File: config.mk
export PLATFORM = sky130hd
export DESIGN_NAME = dual_gate_timer
export DESIGN_NICKNAME = d
export VERILOG_FILES = /design/src/rtl/gate_pkg.sv /design/src/rtl/gate_trig_sync.sv /design/src/rtl/gate_ctrl.sv /design/src/rtl/gate_dp.sv /design/src/rtl/dual_gate_timer.sv
export SDC_FILE = /design/constraint.sdc
export NUM_CORES = 1
export LEC_CHECK = 0
export ABC_AREA = 1
export BUFFER_PORTS_ARGS = -buffer_cell sky130_fd_sc_hd__clkbuf_2
export CAP_MARGIN = 5
export CORE_MARGIN = 2
export CORE_UTILIZATION = 35
export CTS_CLUSTER_SIZE = 12
export DETAILED_ROUTE_END_ITERATION = 7
export SLEW_MARGIN = 20
export SYNTH_ARGS = -nofsm -noshare
export SYNTH_HDL_FRONTEND = slang
export SYNTH_SLANG_ARGS = --single-unit
File: constraint.sdc
create_clock -name clk -period 6.7 [get_ports clk]
set_input_delay 1.34 -clock clk [delete_from_list [all_inputs] [get_ports clk]]
set_output_delay 1.34 -clock clk [all_outputs]
set_load 0.01 [all_outputs]
File: src/rtl/gate_pkg.sv
package gate_pkg;

  localparam int NUM_CH = 2;

  typedef enum logic [1:0] {
    MODE_SINGLE     = 2'd0,
    MODE_SPLIT      = 2'd1,
    MODE_SHARED     = 2'd2,
    MODE_SINGLE_ALT = 2'd3
  } gate_mode_e;

  typedef enum logic [1:0] {
    ST_IDLE  = 2'd0,
    ST_DELAY = 2'd1,
    ST_GATE  = 2'd2
  } chan_state_e;

  // strobes from the control FSM to one channel's counters
  typedef struct packed {
    logic capture;    // trigger accepted: load delay, hold width
    logic decDelay;   // count delay down
    logic loadWidth;  // start the gate interval
    logic decWidth;   // count width down
  } chan_strobe_t;

endpackage

File: src/rtl/gate_trig_sync.sv
module gate_trig_sync #(
  parameter int STAGES = 2  // must be at least 2
) (
  input  logic clk,
  input  logic rstN,
  input  logic trigIn,
  output logic riseOut
);

  logic [STAGES-1:0] syncPipe;
  logic              lastLevel;

  always_ff @(posedge clk) begin
    if (!rstN) begin
      syncPipe  <= '0;
      lastLevel <= 1'b0;
    end else begin
      syncPipe  <= {syncPipe[STAGES-2:0], trigIn};
      lastLevel <= syncPipe[STAGES-1];
    end
  end

  assign riseOut = syncPipe[STAGES-1] & ~lastLevel;

endmodule

File: src/rtl/gate_ctrl.sv
module gate_ctrl
  import gate_pkg::*;
#(
  parameter int SYNC_STAGES = 2
) (
  input  logic               clk,
  input  logic               rstN,
  input  logic               trigA,
  input  logic               trigB,
  input  logic [1:0]         mode,
  input  logic [NUM_CH-1:0]  delayZero,
  input  logic [NUM_CH-1:0]  delayDone,
  input  logic [NUM_CH-1:0]  widthDone,
  output chan_strobe_t       strobe [NUM_CH],
  output logic [NUM_CH-1:0]  gate,
  output logic [NUM_CH-1:0]  busy
);

  logic riseA, riseB;
  logic [NUM_CH-1:0] start;
  gate_mode_e modeSel;

  gate_trig_sync #(.STAGES(SYNC_STAGES)) u_syncA (
    .clk(clk), .rstN(rstN), .trigIn(trigA), .riseOut(riseA)
  );

  gate_trig_sync #(.STAGES(SYNC_STAGES)) u_syncB (
    .clk(clk), .rstN(rstN), .trigIn(trigB), .riseOut(riseB)
  );

  assign modeSel = gate_mode_e'(mode);

  // trigger routing per mode
  always_comb begin
    start[0] = riseA;
    unique case (modeSel)
      MODE_SPLIT:  start[1] = riseB;
      MODE_SHARED: start[1] = riseA;
      default:     start[1] = 1'b0;
    endcase
  end

  for (genvar g = 0; g < NUM_CH; g++) begin : g_chan
    chan_state_e  curState, nxtState;
    chan_strobe_t stb;

    always_ff @(posedge clk) begin
      if (!rstN) curState <= ST_IDLE;
      else       curState <= nxtState;
    end

    always_comb begin
      nxtState = curState;
      stb      = '0;
      unique case (curState)
        ST_IDLE: begin
          if (start[g]) begin
            stb.capture = 1'b1;
            if (delayZero[g]) begin
              stb.loadWidth = 1'b1;
              nxtState      = ST_GATE;
            end else begin
              nxtState = ST_DELAY;
            end
          end
        end
        ST_DELAY: begin
          if (delayDone[g]) begin
            stb.loadWidth = 1'b1;
            nxtState      = ST_GATE;
          end else begin
            stb.decDelay = 1'b1;
          end
        end
        ST_GATE: begin
          if (widthDone[g]) nxtState = ST_IDLE;
          else              stb.decWidth = 1'b1;
        end
        default: nxtState = ST_IDLE;
      endcase
    end

    assign strobe[g] = stb;
    assign gate[g]   = (curState == ST_GATE);
    assign busy[g]   = (curState != ST_IDLE);
  end

endmodule

File: src/rtl/gate_dp.sv
module gate_dp
  import gate_pkg::*;
#(
  parameter int DLY_W = 28,
  parameter int WID_W = 24
) (
  input  logic                          clk,
  input  logic                          rstN,
  input  chan_strobe_t                  strobe [NUM_CH],
  input  logic [NUM_CH-1:0][DLY_W-1:0]  delayIn,
  input  logic [NUM_CH-1:0][WID_W-1:0]  widthIn,
  output logic [NUM_CH-1:0]             delayZero,
  output logic [NUM_CH-1:0]             delayDone,
  output logic [NUM_CH-1:0]             widthDone
);

  for (genvar g = 0; g < NUM_CH; g++) begin : g_cnt
    logic [DLY_W-1:0] delayCnt;
    logic [WID_W-1:0] widthHold;
    logic [WID_W-1:0] widthCnt;
    logic [WID_W-1:0] widthSrc;

    // width of the interval being opened: live input when the gate opens
    // on the accepting edge, else the captured copy
    assign widthSrc = strobe[g].capture ? widthIn[g] : widthHold;

    always_ff @(posedge clk) begin
      if (!rstN) begin
        delayCnt  <= '0;
        widthHold <= '0;
        widthCnt  <= '0;
      end else begin
        if (strobe[g].capture) begin
          delayCnt  <= delayIn[g] - 1'b1;
          widthHold <= widthIn[g];
        end else if (strobe[g].decDelay) begin
          delayCnt <= delayCnt - 1'b1;
        end
        if (strobe[g].loadWidth) begin
          widthCnt <= (widthSrc == '0) ? '0 : widthSrc - 1'b1;
        end else if (strobe[g].decWidth) begin
          widthCnt <= widthCnt - 1'b1;
        end
      end
    end

    assign delayZero[g] = (delayIn[g] == '0);
    assign delayDone[g] = (delayCnt == '0);
    assign widthDone[g] = (widthCnt == '0);
  end

endmodule

File: src/rtl/dual_gate_timer.sv
module dual_gate_timer
  import gate_pkg::*;
#(
  parameter int DLY_W       = 28,
  parameter int WID_W       = 24,
  parameter int SYNC_STAGES = 2
) (
  input  logic             clk,
  input  logic             rstN,
  input  logic             trigA,
  input  logic             trigB,
  input  logic [1:0]       mode,
  input  logic [DLY_W-1:0] delayA,
  input  logic [DLY_W-1:0] delayB,
  input  logic [WID_W-1:0] widthA,
  input  logic [WID_W-1:0] widthB,
  output logic             gateA,
  output logic             gateB,
  output logic             busyA,
  output logic             busyB
);

  chan_strobe_t                 strobe [NUM_CH];
  logic [NUM_CH-1:0]            delayZero, delayDone, widthDone;
  logic [NUM_CH-1:0]            gateVec, busyVec;
  logic [NUM_CH-1:0][DLY_W-1:0] delayVec;
  logic [NUM_CH-1:0][WID_W-1:0] widthVec;

  assign delayVec = {delayB, delayA};
  assign widthVec = {widthB, widthA};

  gate_ctrl #(.SYNC_STAGES(SYNC_STAGES)) u_ctrl (
    .clk(clk), .rstN(rstN), .trigA(trigA), .trigB(trigB), .mode(mode),
    .delayZero(delayZero), .delayDone(delayDone), .widthDone(widthDone),
    .strobe(strobe), .gate(gateVec), .busy(busyVec)
  );

  gate_dp #(.DLY_W(DLY_W), .WID_W(WID_W)) u_dp (
    .clk(clk), .rstN(rstN), .strobe(strobe),
    .delayIn(delayVec), .widthIn(widthVec),
    .delayZero(delayZero), .delayDone(delayDone), .widthDone(widthDone)
  );

  assign gateA = gateVec[0];
  assign gateB = gateVec[1];
  assign busyA = busyVec[0];
  assign busyB = busyVec[1];

endmodule

==> flow_metrics.py <==
metrics = {
    "sta": {
        "final.setup.worst_slack_ns": 1.749,
        "final.period_utilization_pct": 73.89,
        "max_frequency_mhz": 202.0,
        "timing.final.hold_violations": 0,
        "maxSlewViolCount": 0,
        "worst_hold_slack_ns": 0.4287,
        "clock_skew_ns": 0.01355,
        "slew_at_the_pin_with_the_worst_max_slew_slack_ns": 1.063,
        "fin_setup_tns_ns": 0,
        "timing.max_slew.rel_slack_pct": 29.13,
        "finalSetupViolCount": 0,
        "final.min_clock_period_ns": 4.951,
        "rsz0062_at_grt": "no",
    },
    "route": {
        "ant_nets": 0,
        "routed_wire_length_per_instance_um": 14.26,
        "route.vias.total": 12510,
        "remaining_drc_errors": 0,
        "drt-total-wl_um": 36000,
        "dr.first_iter.drc_count": 839,
        "dr.pass1.iters": 5,
        "vias_per_cell": 4.954,
    },
    "placed_design": {
        "portBuffers": 113,
        "hpwl_um": 27030,
        "routabilityCongestion": 0.8789,
        "dpl_worst_slack_ns": 1.332,
    },
    "worst_setup_path": {
        "worstSetupPathType": "input port to flip-flop",
        "critical_path_depth": 13,
        "arrival_ns": 5.31,
        "cp.required_ns": 7.06,
        "critPathBufInv": 4,
        "timing.critical_path.max_delay_family": "simple AND/OR/NAND/NOR gates",
        "rr_worst_depth": 10,
        "crit-reg2reg-capture": "u_dp.g_cnt[1].widthCnt[2]",
        "critical_path.startpoint": "mode[0]",
        "critical-path-slowest-cell": "sky130_fd_sc_hd__nand3_4",
        "timing.critical_path.cells": "clkbuf_2, inv_1, ha_1, nand3_1, nand2_2, nand3_4, inv_1, nand2_1, nand2_1, inv_1, nand2_1, o21ai_0, a21oi_1",
        "end_kind": "flip-flop",
        "cp_max_fanout": 60,
        "setup.worst_path.end": "u_dp.g_cnt[1].widthCnt[2]",
        "timing.reg2reg.setup_slack_ns": 2.40,
        "worst_path_largest_cell_delay_ns": 0.73,
        "timing.critical_path.from_type": "input port",
        "critical_path.reg2reg.startpoint": "u_ctrl.u_syncA.syncPipe[1]",
    },
    "pwr": {
        "power_density_mw_per_mm2": 416.0,
        "ir_worst_vdd_uv": 205.6,
        "leakage_nw": 6.939,
    },
    "yosys": {
        "synth_ff_type": "sky130_fd_sc_hd__dfxtp_1",
        "async_reset_ff_share_pct": 0,
        "synth.net_count": 2122,
        "synthesis.instances": 2003,
        "yosys_register_bits": 162,
        "synth_enable_flop_cells": 0,
        "netlist_area_mm2": 0.01201,
        "synth_seq_area_share_pct": 27.01,
        "post_synth.cell_area_avg_um2": 5.994,
        "synthDistinctLibCells": 45,
        "synth.yosys.warnings": 0,
    },
    "global_route": {
        "globalRouteOverflowTotal": 0,
        "antenna_violations_before_repair": 0,
        "grt_max_degree": 102,
        "global_route_wire_length_before_repair_um": 59340,
        "number_of_global_route_vias_before_repair": 11730,
        "track_usage_pct": 20.32,
    },
    "die": {
        "fp.dieH_um": 189.2,
        "die_x_um": 189.2,
        "rows": 67,
        "core_area_mm2": 0.03362,
        "initial_core_util_pct": 35.71,
        "dieArea_mm2": 0.03580,
        "num_io_pins": 114,
    },
    "finish": {
        "area_growth_pct": 10.31,
        "drive_above_1_share_pct": 11.03,
        "fill_cells": 3752,
        "antenna-diode-count": 0,
        "multiInputGateArea_mm2": 0.007204,
        "sequential_cell_area_in_the_final_layout_mm2": 0.003243,
        "design.final.nets": 2187,
    },
    "clock_tree": {
        "cts_inserted_buffers": 17,
        "clk_pin_slew_worst_paths_ns": 0.07,
        "tritoncts_clock_tree": "yes",
        "cts_hold_repair.buffers": 0,
        "cts.repair.resized": 0,
        "cts.root.buffer_cell": "sky130_fd_sc_hd__clkbuf_16",
        "insertion_delay_ns": 0.44,
        "cts_sinks": 162,
        "post_cts.repair.setup_buffers": 0,
        "cts-root-to-sink-buffers": 2,
        "cts.htree.levels": 4,
    },
    "min_path": {
        "hp-class": "flip-flop to flip-flop",
    },
    "status": {
        "run_status": "finished clean",
    },
    "job": {
        "max-cap-violations": 0,
    },
}
==> sequential cells by signal (all words and copies together) (netlist names) <==
signal,cells
u_ctrl.u_syncA.syncPipe,2
u_dp.g_cnt.delayCnt,56
u_dp.g_cnt.widthHold,48
u_ctrl.g_chan.curState,4
u_ctrl.u_syncA.lastLevel,1
u_ctrl.u_syncB.lastLevel,1
u_ctrl.u_syncB.syncPipe,2
u_dp.g_cnt.widthCnt,48
==> worst register-to-register path: stages (launching register included) <==
cell and delay (ns):
sky130_fd_sc_hd__dfxtp_1 0.49, sky130_fd_sc_hd__nand3_1 0.16, sky130_fd_sc_hd__nand2_2 0.60, sky130_fd_sc_hd__nand3_4 0.73, sky130_fd_sc_hd__inv_1 0.73, sky130_fd_sc_hd__nand2_1 0.16
sky130_fd_sc_hd__nand2_1 0.17, sky130_fd_sc_hd__inv_1 0.22, sky130_fd_sc_hd__nand2_1 0.61, sky130_fd_sc_hd__o21ai_0 0.17, sky130_fd_sc_hd__a21oi_1 0.19
==> cell type report <==
| class | instances | share of cell area [%] |
|---|---|---|
| Clock buffer | 22 | 3.581 |
| Clock inverter | 6 | 0.2646 |
| Inverter | 293 | 8.305 |
| Multi-Input combinational cell | 1473 | 54.40 |
| Sequential cell | 162 | 24.49 |
| Tap cell | 448 | 4.233 |
| Timing Repair Buffer | 121 | 4.724 |
==> cells in the final DEF, fill, tap and decap left out, drive strengths merged, types with 15 or more instances in the layout <==
cell | Yosys | layout
nor2 | 296 | 296
xor2 | 53 | 53
nor3 | 22 | 22
nand2 | 518 | 518
a21oi | 73 | 73
dfxtp | 162 | 162
nand3 | 127 | 127
clkbuf | 41 | 134
xnor2 | 15 | 15
inv | 292 | 292
nand4 | 75 | 75
o21ai | 219 | 219
==> Yosys cell counts (3+ instances only) <==
master                     instances  area [um^2]
sky130_fd_sc_hd__nand2_1         510         1914
sky130_fd_sc_hd__inv_1           283         1062
sky130_fd_sc_hd__nor2_1          270         1013
sky130_fd_sc_hd__dfxtp_1         162         3243
sky130_fd_sc_hd__o21ai_0         160        800.8
sky130_fd_sc_hd__nand3_1         123        615.6
sky130_fd_sc_hd__nand4_1          75        469.2
sky130_fd_sc_hd__a21oi_1          71        355.3
sky130_fd_sc_hd__xor2_1           53        464.2
sky130_fd_sc_hd__clkbuf_1         41        153.9
sky130_fd_sc_hd__o21ai_1          30        150.1
sky130_fd_sc_hd__o21ai_2          27        236.5
sky130_fd_sc_hd__nor3_1           21        105.1
sky130_fd_sc_hd__nor2_2           18        112.6
sky130_fd_sc_hd__buf_2            16        80.08
sky130_fd_sc_hd__buf_6            15        168.9
sky130_fd_sc_hd__xnor2_1          15        131.4
sky130_fd_sc_hd__o211ai_1         13        97.59
sky130_fd_sc_hd__o21bai_1         12        90.09
sky130_fd_sc_hd__nor4_1           11        68.82
sky130_fd_sc_hd__ha_1              9        112.6
sky130_fd_sc_hd__inv_2             9        33.78
sky130_fd_sc_hd__a31oi_1           8        50.05
sky130_fd_sc_hd__nor2_4            8        90.09
sky130_fd_sc_hd__nand2_2           7        43.79
sky130_fd_sc_hd__o31ai_1           4        30.03
sky130_fd_sc_hd__a211oi_1          3        22.52
sky130_fd_sc_hd__nand3_2           3        30.03
sky130_fd_sc_hd__nand3b_1          3        22.52
sky130_fd_sc_hd__or2_2             3        18.77
==> worst min-delay path by stage <==
stage,startpoint,end,slack [ns],cells after the start
after floorplan,u_ctrl.u_syncA.syncPipe[0],u_ctrl.u_syncA.syncPipe[1],0.39,2
after global placement,u_ctrl.u_syncB.syncPipe[0],u_ctrl.u_syncB.syncPipe[1],0.41,2
after detailed placement,u_ctrl.u_syncB.syncPipe[0],u_ctrl.u_syncB.syncPipe[1],0.40,2
after CTS,u_ctrl.u_syncB.syncPipe[0],u_ctrl.u_syncB.syncPipe[1],0.43,2
after global routing,u_ctrl.u_syncB.syncPipe[0],u_ctrl.u_syncB.syncPipe[1],0.46,2
final,u_ctrl.u_syncB.syncPipe[0],u_ctrl.u_syncB.syncPipe[1],0.43,2
==> per-stage QoR <==
step                      power [mW]  instances  util, %  instance area (um^2)
after floorplan                3.858       2003        -                 12010
after detailed placement       4.585       2497    37.88                 12730
after global placement         4.577       2497    37.88                 12730
after global routing           6.068       2525    39.39                 13240
after CTS                      5.509       2525    39.39                 13240
final                          5.509       2525    39.39                 13240
==> power by group <==
group          leakage [nW]  internal (mW)  switching (mW)
Clock                 0.249          0.492           0.408
Combinational          5.37           1.12            2.20
Sequential             1.32           1.14           0.134
==> metal layers <==
metal  GRT usage, %  up-vias  routed length (um)
li1               -     6540                   -
met1          28.15     5674               17530
met2          33.42      266               16590
met3          2.651       28                1443
met4          4.838        0                 435
met5              0        -                   0
==> cell families after synthesis <==
family | count (synthesis) | share of synthesized area [%]
simple gates | 1059 | 38.05
buf+inv | 368 | 12.98
compound gates | 336 | 15.98
flops | 162 | 27.01
xor+xnor | 68 | 4.961
fa+ha+maj | 9 | 0.9380
mux | 1 | 0.08338
No activity file was read; power rests on OpenSTA's default activity.
